===== config.mk =====
export PLATFORM = sky130hd
export DESIGN_NAME = slot_event_timer
export DESIGN_NICKNAME = d
export VERILOG_FILES = /design/src/rtl/slot_timer_pkg.sv /design/src/rtl/tick_counter.sv /design/src/rtl/slot_sequencer.sv /design/src/rtl/slot_event_timer.sv
export SDC_FILE = /design/constraint.sdc
export NUM_CORES = 1
export LEC_CHECK = 0
export ABC_AREA = 1
export BUFFER_PORTS_ARGS = -buffer_cell sky130_fd_sc_hd__clkbuf_2
export CAP_MARGIN = 40
export CORE_ASPECT_RATIO = 1.5
export CORE_MARGIN = 1.5
export CORE_UTILIZATION = 40
export DETAILED_ROUTE_END_ITERATION = 10
export GPL_ROUTABILITY_DRIVEN = 0
export GPL_TIMING_DRIVEN = 0
export PLACE_DENSITY = 0.63
export SETUP_SLACK_MARGIN = 0.5
export SKIP_CTS_REPAIR_TIMING = 1
export SLEW_MARGIN = 20
export SYNTH_ARGS = -nofsm -noshare
export SYNTH_HDL_FRONTEND = slang
export SYNTH_SLANG_ARGS = --single-unit
export TNS_END_PERCENT = 100

===== constraint.sdc =====
create_clock -name clk -period 3.05 [get_ports clk]
set_input_delay 0.1525 -clock clk [delete_from_list [all_inputs] [get_ports clk]]
set_output_delay 0.1525 -clock clk [all_outputs]
set_load 0.01 [all_outputs]

===== src/rtl/slot_timer_pkg.sv =====
package slot_timer_pkg;

  typedef enum logic [1:0] {
    ROLE_IDLE = 2'b00,
    ROLE_TX   = 2'b01,
    ROLE_RX   = 2'b10,
    ROLE_NONE = 2'b11
  } role_e;

  typedef enum logic [3:0] {
    S_IDLE,
    S_TX_WAIT,
    S_TX_FRAME,
    S_ACK_PRE,
    S_ACK_LISTEN,
    S_RX_PRE,
    S_RX_WAIT,
    S_RX_FRAME,
    S_ACK_HOLD,
    S_DONE
  } seq_state_e;

  // True on the edge whose tick brings a count to the given offset.
  function automatic logic tick_reaches(input logic tick, input logic [31:0] cnt,
                                        input logic [31:0] offset);
    return tick && ((cnt + 32'd1) == offset);
  endfunction

  function automatic int unsigned max_of(input int unsigned a, input int unsigned b);
    return (a > b) ? a : b;
  endfunction

endpackage


===== src/rtl/tick_counter.sv =====
module tick_counter #(
  parameter int unsigned MAX = 10000,
  localparam int unsigned W = $clog2(MAX + 1)
) (
  input  logic         clk,
  input  logic         rst_n,
  input  logic         clr,
  input  logic         tick,
  output logic [W-1:0] cnt
);

  always_ff @(posedge clk or negedge rst_n) begin
    if (!rst_n)                      cnt <= '0;
    else if (clr)                    cnt <= '0;
    else if (tick && cnt != W'(MAX)) cnt <= cnt + 1'b1;
  end

  p_saturate_r9: assert property (@(posedge clk) disable iff (!rst_n)
    (!clr && $past(cnt) == W'(MAX) && $past(rst_n)) |-> cnt == W'(MAX) || $past(clr));

endmodule


===== src/rtl/slot_sequencer.sv =====
module slot_sequencer
  import slot_timer_pkg::*;
#(
  parameter int unsigned SLOT_US       = 10000,
  parameter int unsigned RX_ON_US      = 1020,
  parameter int unsigned TX_GO_US      = 2120,
  parameter int unsigned RX_WAIT_US    = 2200,
  parameter int unsigned ACK_TURN_US   = 1000,
  parameter int unsigned ACK_LISTEN_US = 800,
  parameter int unsigned ACK_LIMIT_US  = 1400,
  localparam int unsigned RX_LAST_US   = RX_ON_US + RX_WAIT_US
) (
  input  logic        clk,
  input  logic        rst_n,
  input  logic        us_tick,
  input  logic        slot_start,
  input  logic [1:0]  role_i,
  input  logic        frame_detect_i,
  input  logic        frame_end_i,
  input  logic [31:0] slot_cnt,
  input  logic [31:0] turn_cnt,
  output logic        turn_clr,
  output logic        rx_on_o,
  output logic        tx_start_o,
  output logic        rx_giveup_o,
  output logic        ack_rx_on_o,
  output logic        ack_tx_start_o,
  output logic        ack_ok_o,
  output logic        no_frame_o,
  output logic        ack_missing_o,
  output logic        overrun_o
);

  seq_state_e st;

  // Named timing events, shared by the state machine and the assertions.
  logic ev_tx_go, ev_rx_on, ev_rx_last, ev_slot_end;
  logic ev_ack_listen, ev_ack_limit, ev_ack_turn;
  logic busy;
  logic [4:0] strobes;

  assign ev_tx_go      = tick_reaches(us_tick, slot_cnt, TX_GO_US);
  assign ev_rx_on      = tick_reaches(us_tick, slot_cnt, RX_ON_US);
  assign ev_rx_last    = tick_reaches(us_tick, slot_cnt, RX_LAST_US);
  assign ev_slot_end   = tick_reaches(us_tick, slot_cnt, SLOT_US);
  assign ev_ack_listen = tick_reaches(us_tick, turn_cnt, ACK_LISTEN_US);
  assign ev_ack_limit  = tick_reaches(us_tick, turn_cnt, ACK_LIMIT_US);
  assign ev_ack_turn   = tick_reaches(us_tick, turn_cnt, ACK_TURN_US);

  assign busy     = (st != S_IDLE) && (st != S_DONE);
  assign turn_clr = !slot_start && frame_end_i && (st == S_TX_FRAME || st == S_RX_FRAME);
  assign strobes  = {rx_on_o, tx_start_o, rx_giveup_o, ack_rx_on_o, ack_tx_start_o};

  always_ff @(posedge clk or negedge rst_n) begin
    if (!rst_n) begin
      st <= S_IDLE;
      {rx_on_o, tx_start_o, rx_giveup_o, ack_rx_on_o, ack_tx_start_o} <= '0;
      {ack_ok_o, no_frame_o, ack_missing_o, overrun_o} <= '0;
    end else begin
      {rx_on_o, tx_start_o, rx_giveup_o, ack_rx_on_o, ack_tx_start_o} <= '0;
      if (slot_start) begin
        {ack_ok_o, no_frame_o, ack_missing_o, overrun_o} <= '0;
        case (role_e'(role_i))
          ROLE_TX: st <= S_TX_WAIT;
          ROLE_RX: st <= S_RX_PRE;
          default: st <= S_IDLE;
        endcase
      end else if (busy && ev_slot_end) begin
        overrun_o <= 1'b1;
        st        <= S_DONE;
      end else begin
        case (st)
          S_TX_WAIT: if (ev_tx_go) begin tx_start_o <= 1'b1; st <= S_TX_FRAME; end
          S_TX_FRAME: if (frame_end_i) st <= S_ACK_PRE;
          S_ACK_PRE: if (ev_ack_listen) begin ack_rx_on_o <= 1'b1; st <= S_ACK_LISTEN; end
          S_ACK_LISTEN: begin
            if (frame_detect_i) begin
              ack_ok_o <= 1'b1;
              st       <= S_DONE;
            end else if (ev_ack_limit) begin
              ack_missing_o <= 1'b1;
              st            <= S_DONE;
            end
          end
          S_RX_PRE: if (ev_rx_on) begin rx_on_o <= 1'b1; st <= S_RX_WAIT; end
          S_RX_WAIT: begin
            if (frame_detect_i) begin
              st <= S_RX_FRAME;
            end else if (ev_rx_last) begin
              rx_giveup_o <= 1'b1;
              no_frame_o  <= 1'b1;
              st          <= S_DONE;
            end
          end
          S_RX_FRAME: if (frame_end_i) st <= S_ACK_HOLD;
          S_ACK_HOLD: if (ev_ack_turn) begin ack_tx_start_o <= 1'b1; st <= S_DONE; end
          default: ;
        endcase
      end
    end
  end

  p_one_strobe_r10: assert property (@(posedge clk) disable iff (!rst_n)
    $onehot0(strobes));
  p_strobe_width_r10: assert property (@(posedge clk) disable iff (!rst_n)
    (|strobes) |=> ((strobes & $past(strobes)) == '0));
  p_idle_quiet_r8: assert property (@(posedge clk) disable iff (!rst_n)
    (st == S_IDLE) |-> (strobes == '0 && !ack_ok_o && !ack_missing_o));
  p_ack_excl_r7: assert property (@(posedge clk) disable iff (!rst_n)
    !(ack_ok_o && ack_missing_o));
  p_giveup_flag_r4: assert property (@(posedge clk) disable iff (!rst_n)
    rx_giveup_o |-> no_frame_o);
  p_tx_on_tick_r3: assert property (@(posedge clk) disable iff (!rst_n)
    $rose(tx_start_o) |-> $past(us_tick));
  p_clear_on_start_r9: assert property (@(posedge clk) disable iff (!rst_n)
    slot_start |=> !(ack_ok_o || no_frame_o || ack_missing_o || overrun_o));

endmodule


===== src/rtl/slot_event_timer.sv =====
module slot_event_timer
  import slot_timer_pkg::*;
#(
  parameter int unsigned SLOT_US       = 10000,
  parameter int unsigned RX_ON_US      = 1020,
  parameter int unsigned TX_GO_US      = 2120,
  parameter int unsigned RX_WAIT_US    = 2200,
  parameter int unsigned ACK_TURN_US   = 1000,
  parameter int unsigned ACK_LISTEN_US = 800,
  parameter int unsigned ACK_LIMIT_US  = 1400
) (
  input  logic       clk,
  input  logic       rst_n,
  input  logic       us_tick,
  input  logic       slot_start,
  input  logic [1:0] role_i,
  input  logic       frame_detect_i,
  input  logic       frame_end_i,
  output logic       rx_on_o,
  output logic       tx_start_o,
  output logic       rx_giveup_o,
  output logic       ack_rx_on_o,
  output logic       ack_tx_start_o,
  output logic       ack_ok_o,
  output logic       no_frame_o,
  output logic       ack_missing_o,
  output logic       overrun_o
);

  localparam int unsigned TURN_MAX = max_of(ACK_TURN_US, ACK_LIMIT_US);
  localparam int unsigned SW = $clog2(SLOT_US + 1);
  localparam int unsigned TW = $clog2(TURN_MAX + 1);

  logic [SW-1:0] slot_cnt;
  logic [TW-1:0] turn_cnt;
  logic          turn_clr;

  tick_counter #(.MAX(SLOT_US)) u_slot_cnt (
    .clk(clk), .rst_n(rst_n), .clr(slot_start), .tick(us_tick), .cnt(slot_cnt)
  );

  tick_counter #(.MAX(TURN_MAX)) u_turn_cnt (
    .clk(clk), .rst_n(rst_n), .clr(turn_clr), .tick(us_tick), .cnt(turn_cnt)
  );

  slot_sequencer #(
    .SLOT_US(SLOT_US), .RX_ON_US(RX_ON_US), .TX_GO_US(TX_GO_US),
    .RX_WAIT_US(RX_WAIT_US), .ACK_TURN_US(ACK_TURN_US),
    .ACK_LISTEN_US(ACK_LISTEN_US), .ACK_LIMIT_US(ACK_LIMIT_US)
  ) u_seq (
    .clk(clk), .rst_n(rst_n), .us_tick(us_tick), .slot_start(slot_start),
    .role_i(role_i), .frame_detect_i(frame_detect_i), .frame_end_i(frame_end_i),
    .slot_cnt(32'(slot_cnt)), .turn_cnt(32'(turn_cnt)), .turn_clr(turn_clr),
    .rx_on_o(rx_on_o), .tx_start_o(tx_start_o), .rx_giveup_o(rx_giveup_o),
    .ack_rx_on_o(ack_rx_on_o), .ack_tx_start_o(ack_tx_start_o),
    .ack_ok_o(ack_ok_o), .no_frame_o(no_frame_o),
    .ack_missing_o(ack_missing_o), .overrun_o(overrun_o)
  );

endmodule


==> impl_metrics.ini <==
[pwr]
power.net_switching_mw = 0.719
vdd_drop_max_uv = 485
power_share_of_the_sequential_group_pct = 41.6
internal_power_mw = 0.943
power_switching_share_pct = 43.3
clkPwrFrac_pct = 20.7
power-per-cell-area_nw_per_um2 = 508
p_comb_share_pct = 37.7
total_leakage_power_nw = 1.59
report.power.total_mw = 1.66

[floorplanning]
start_util_pct = 41.1
io-pin-count = 17
die_height_um = 108
die_width_um = 73.1
fp.coreArea_sq_um = 7180
die-area_sq_um = 7910
rows = 38

[worst_setup_path]
worstPathMaxFanout = 10
critPathBufInv = 0
setup_cp_type = reg -> reg
r2r_setup_slack_ns = 0.74
maximum_single_stage_delay_on_the_critical_path_ns = 0.47
crit_path_frequent_cell = nand2_1
cp.required_ns = 3.24
cell_by_cell_listing_of_the_critical_path = ha_1 > nand3_1 > nor2_1 > nand2_1 > nand2_1 > nand2_1 > nor2_1 > nand4_4 > nand2_2 > o21ai_1 > nand2_1 > nand2_1
crit_cells = 12
critical_path.slowest_cell = dfrtp_1
cp-end-kind = register
rr_startpoint = u_slot_cnt.cnt[1]
worstRegToRegCells = 12
cp-start-kind = register
critical_path.reg2reg.endpoint = u_seq.st[2]
worstPathArrival_ns = 2.50
critical_path.top_delay_family = simple AND/OR/NAND/NOR gates

[final_layout]
growth_of_design_area_from_synthesis_to_finish_pct = 11.0
layout.nets = 492
largest_registers = u_slot_cnt.cnt x14, u_turn_cnt.cnt x11, u_seq.st x4
drive_above_1_share_pct = 13.4
largest_register_ffs = 14
most_flop_heavy_register = u_slot_cnt.cnt
antenna-diode-count = 0

[clock_network]
cts.sink_count = 38
cts_inserted_buffers = 5
cts.reportedPaths.clkPinSlew_ns = 0.08
htreeDepth = 2
clock_latency_ns = 0.30
root_buffer = clkbuf_8
cts_tree = done
ctsLongestPathBuffers = 2

[worst_hold_path]
worst_hold_path_type = in -> reg
worstHoldEndpoint = u_seq.ack_tx_start_o
min_path_cells = 4
min-delay-start = slot_start

[sta]
timing.final.setup_violations = 0
finalHoldViolations = 0
tightestPinTransition_ns = 0.558
min_period_ns = 2.31
worst_slew_margin_rel_pct = 62.8
setup_tns_ns = 0
hold_slack_ns = 0.173
rsz0062_at_grt = no
max_freq_ghz = 0.433
finalClockSkew_ns = 0.00670
maxSlewViolCount = 0
fin_crit_sh_pct = 75.7

[route]
avgRoutedWirePerCell_um = 13.8
drt_pass1_iterations = 4
via_cell_ratio = 5.20
routedLengthMet1_mm = 3.17
antenna_left = 0
drtIter0Drc = 178
detailroute.via_count = 3003
drc = 0
top_layer_used = met4
met2_length_mm = 4.31
met3_length_um = 250
routed_wl_mm = 7.95

[flow_run]
max_cap_viol_count = 0

[synth]
count_of_flip_flops_with_a_built_in_enable_after_synthesis = 0
syn_nets = 468
synth_largest_area_cell = dfrtp_1
synth.distinct_cells = 30
synth_seq_cells = 38
yosysWarnings = 0
synth-main-ff-cell = dfrtp_1
yosys_top_cell_area_share_pct = 32.2
synthTopCellsByArea = dfrtp_1 32%, nand2_1 17%, nand3_1 8.7%, inv_1 7.5%, nor2_1 6.7%
synth.cell_area_sq_um = 2950
synthMostInstantiatedCell = nand2_1
synth.yosys.seq_area_share_pct = 32.2
synth_commonest_cells = 132 x nand2_1, 59 x inv_1, 53 x nor2_1, 51 x nand3_1, 38 x dfrtp_1
syn_inst = 453
synthArstFlopShare_pct = 100
post_syn_area_per_cell_sq_um = 6.51

[global_route]
globalRouteOverflowTotal = 0
grt_first_pass_wirelength_mm = 13.5
grt_max_degree = 24
grt_util_all_layers_pct = 22.2
grt_pass1_vias = 3000
grt_antenna_before_repair = 0

[placed_design]
port-buffer-count = 15
dp.final_hpwl_mm = 6.32

[outcome]
result_of_the_run = finished, final reports clean
[routing by layer]
| layer | up-vias | GRT usage, % |
|---|---|---|
| met3 | 16 | 3.08 |
| li1 | 1524 | - |
| met1 | 1388 | 24.0 |
| met5 | - | 0 |
| met4 | 0 | 8.89 |
| met2 | 75 | 41.9 |
[worst register-to-register path, cell delays in order (launching register included)]
cell     delay (ns)
dfrtp_1        0.47
ha_1           0.27
nand3_1        0.12
nor2_1         0.22
nand2_1        0.09
nand2_1        0.12
nand2_1        0.09
nor2_1         0.24
nand4_4        0.25
nand2_2        0.16
o21ai_1        0.08
nand2_1        0.06
nand2_1        0.05
[kinds of logic after synthesis]
| kind of cell | synth area share (%) |
|---|---|
| AND/OR/NAND/NOR | 48.7 |
| flip-flops | 32.2 |
| AO/OA/AOI/OAI | 7.21 |
| adder cells (fa/ha/maj) | 2.97 |
| buffers and inverters | 8.91 |
[metrics by stage]
stage / cell area [sq um] / setup WS [ns] / std cells / util, %
after floorplan: 2950 / 1.18 / 453 / -
after global placement: 3150 / 0.777 / 568 / 43.9
after detailed placement: 3180 / 0.774 / 569 / 44.2
after CTS: 3260 / 0.741 / 576 / 45.3
after global routing: 3270 / 0.597 / 577 / 45.6
final: 3270 / 0.741 / 577 / 45.6
[area by class of cell]
class                   count  area, sq um
plain buffers               4         18.8
clock buffers               5         68.8
clock inverters             2         10.0
fillers                   746         3910
inverters                  65          244
multi-input cells         346         1740
flip-flops and latches     38          951
well taps                 100          125
repair buffers             17          113
[worst max-delay path by stage]
stage | slack, ns | end | startpoint
6_report | 0.74 | u_seq.st[2] | u_slot_cnt.cnt[1]
3_5_place_dp | 0.77 | u_seq.st[2] | u_slot_cnt.cnt[1]
3_3_place_gp | 0.78 | u_seq.st[2] | u_slot_cnt.cnt[1]
4_1_cts | 0.74 | u_seq.st[1] | u_slot_cnt.cnt[1]
2_1_floorplan | 1.18 | u_seq.st[2] | u_slot_cnt.cnt[1]
5_1_grt | 0.60 | u_seq.st[2] | u_slot_cnt.cnt[1]
[power by group through the flow]
stage | Combinational [mW] | Sequential (mW) | Clock, mW
CTS | 0.623 | 0.687 | 0.361
global placement | 0.606 | 0.694 | 0
detailed placement | 0.619 | 0.694 | 0
floorplan | 0.480 | 0.668 | 0
global route | 0.717 | 0.704 | 0.376
finish | 0.627 | 0.691 | 0.344
[cell usage in the layout (no fill, tap or decap), types with 2 or more instances in the layout]
master / instances
a21oi_1: 2
a31oi_1: 2
clkbuf_1: 3
clkbuf_2: 15
clkbuf_8: 5
clkinv_1: 3
clkinv_2: 2
dfrtp_1: 38
ha_1: 7
inv_1: 59
inv_2: 3
nand2_1: 132
nand2_2: 15
nand3_1: 51
nand3_2: 4
nand4_1: 18
nor2_1: 53
nor2_2: 9
nor2_4: 5
nor3_1: 7
nor4_1: 4
o21ai_0: 10
o21ai_1: 2
o22ai_1: 17
(Power assumes the default switching activity.)
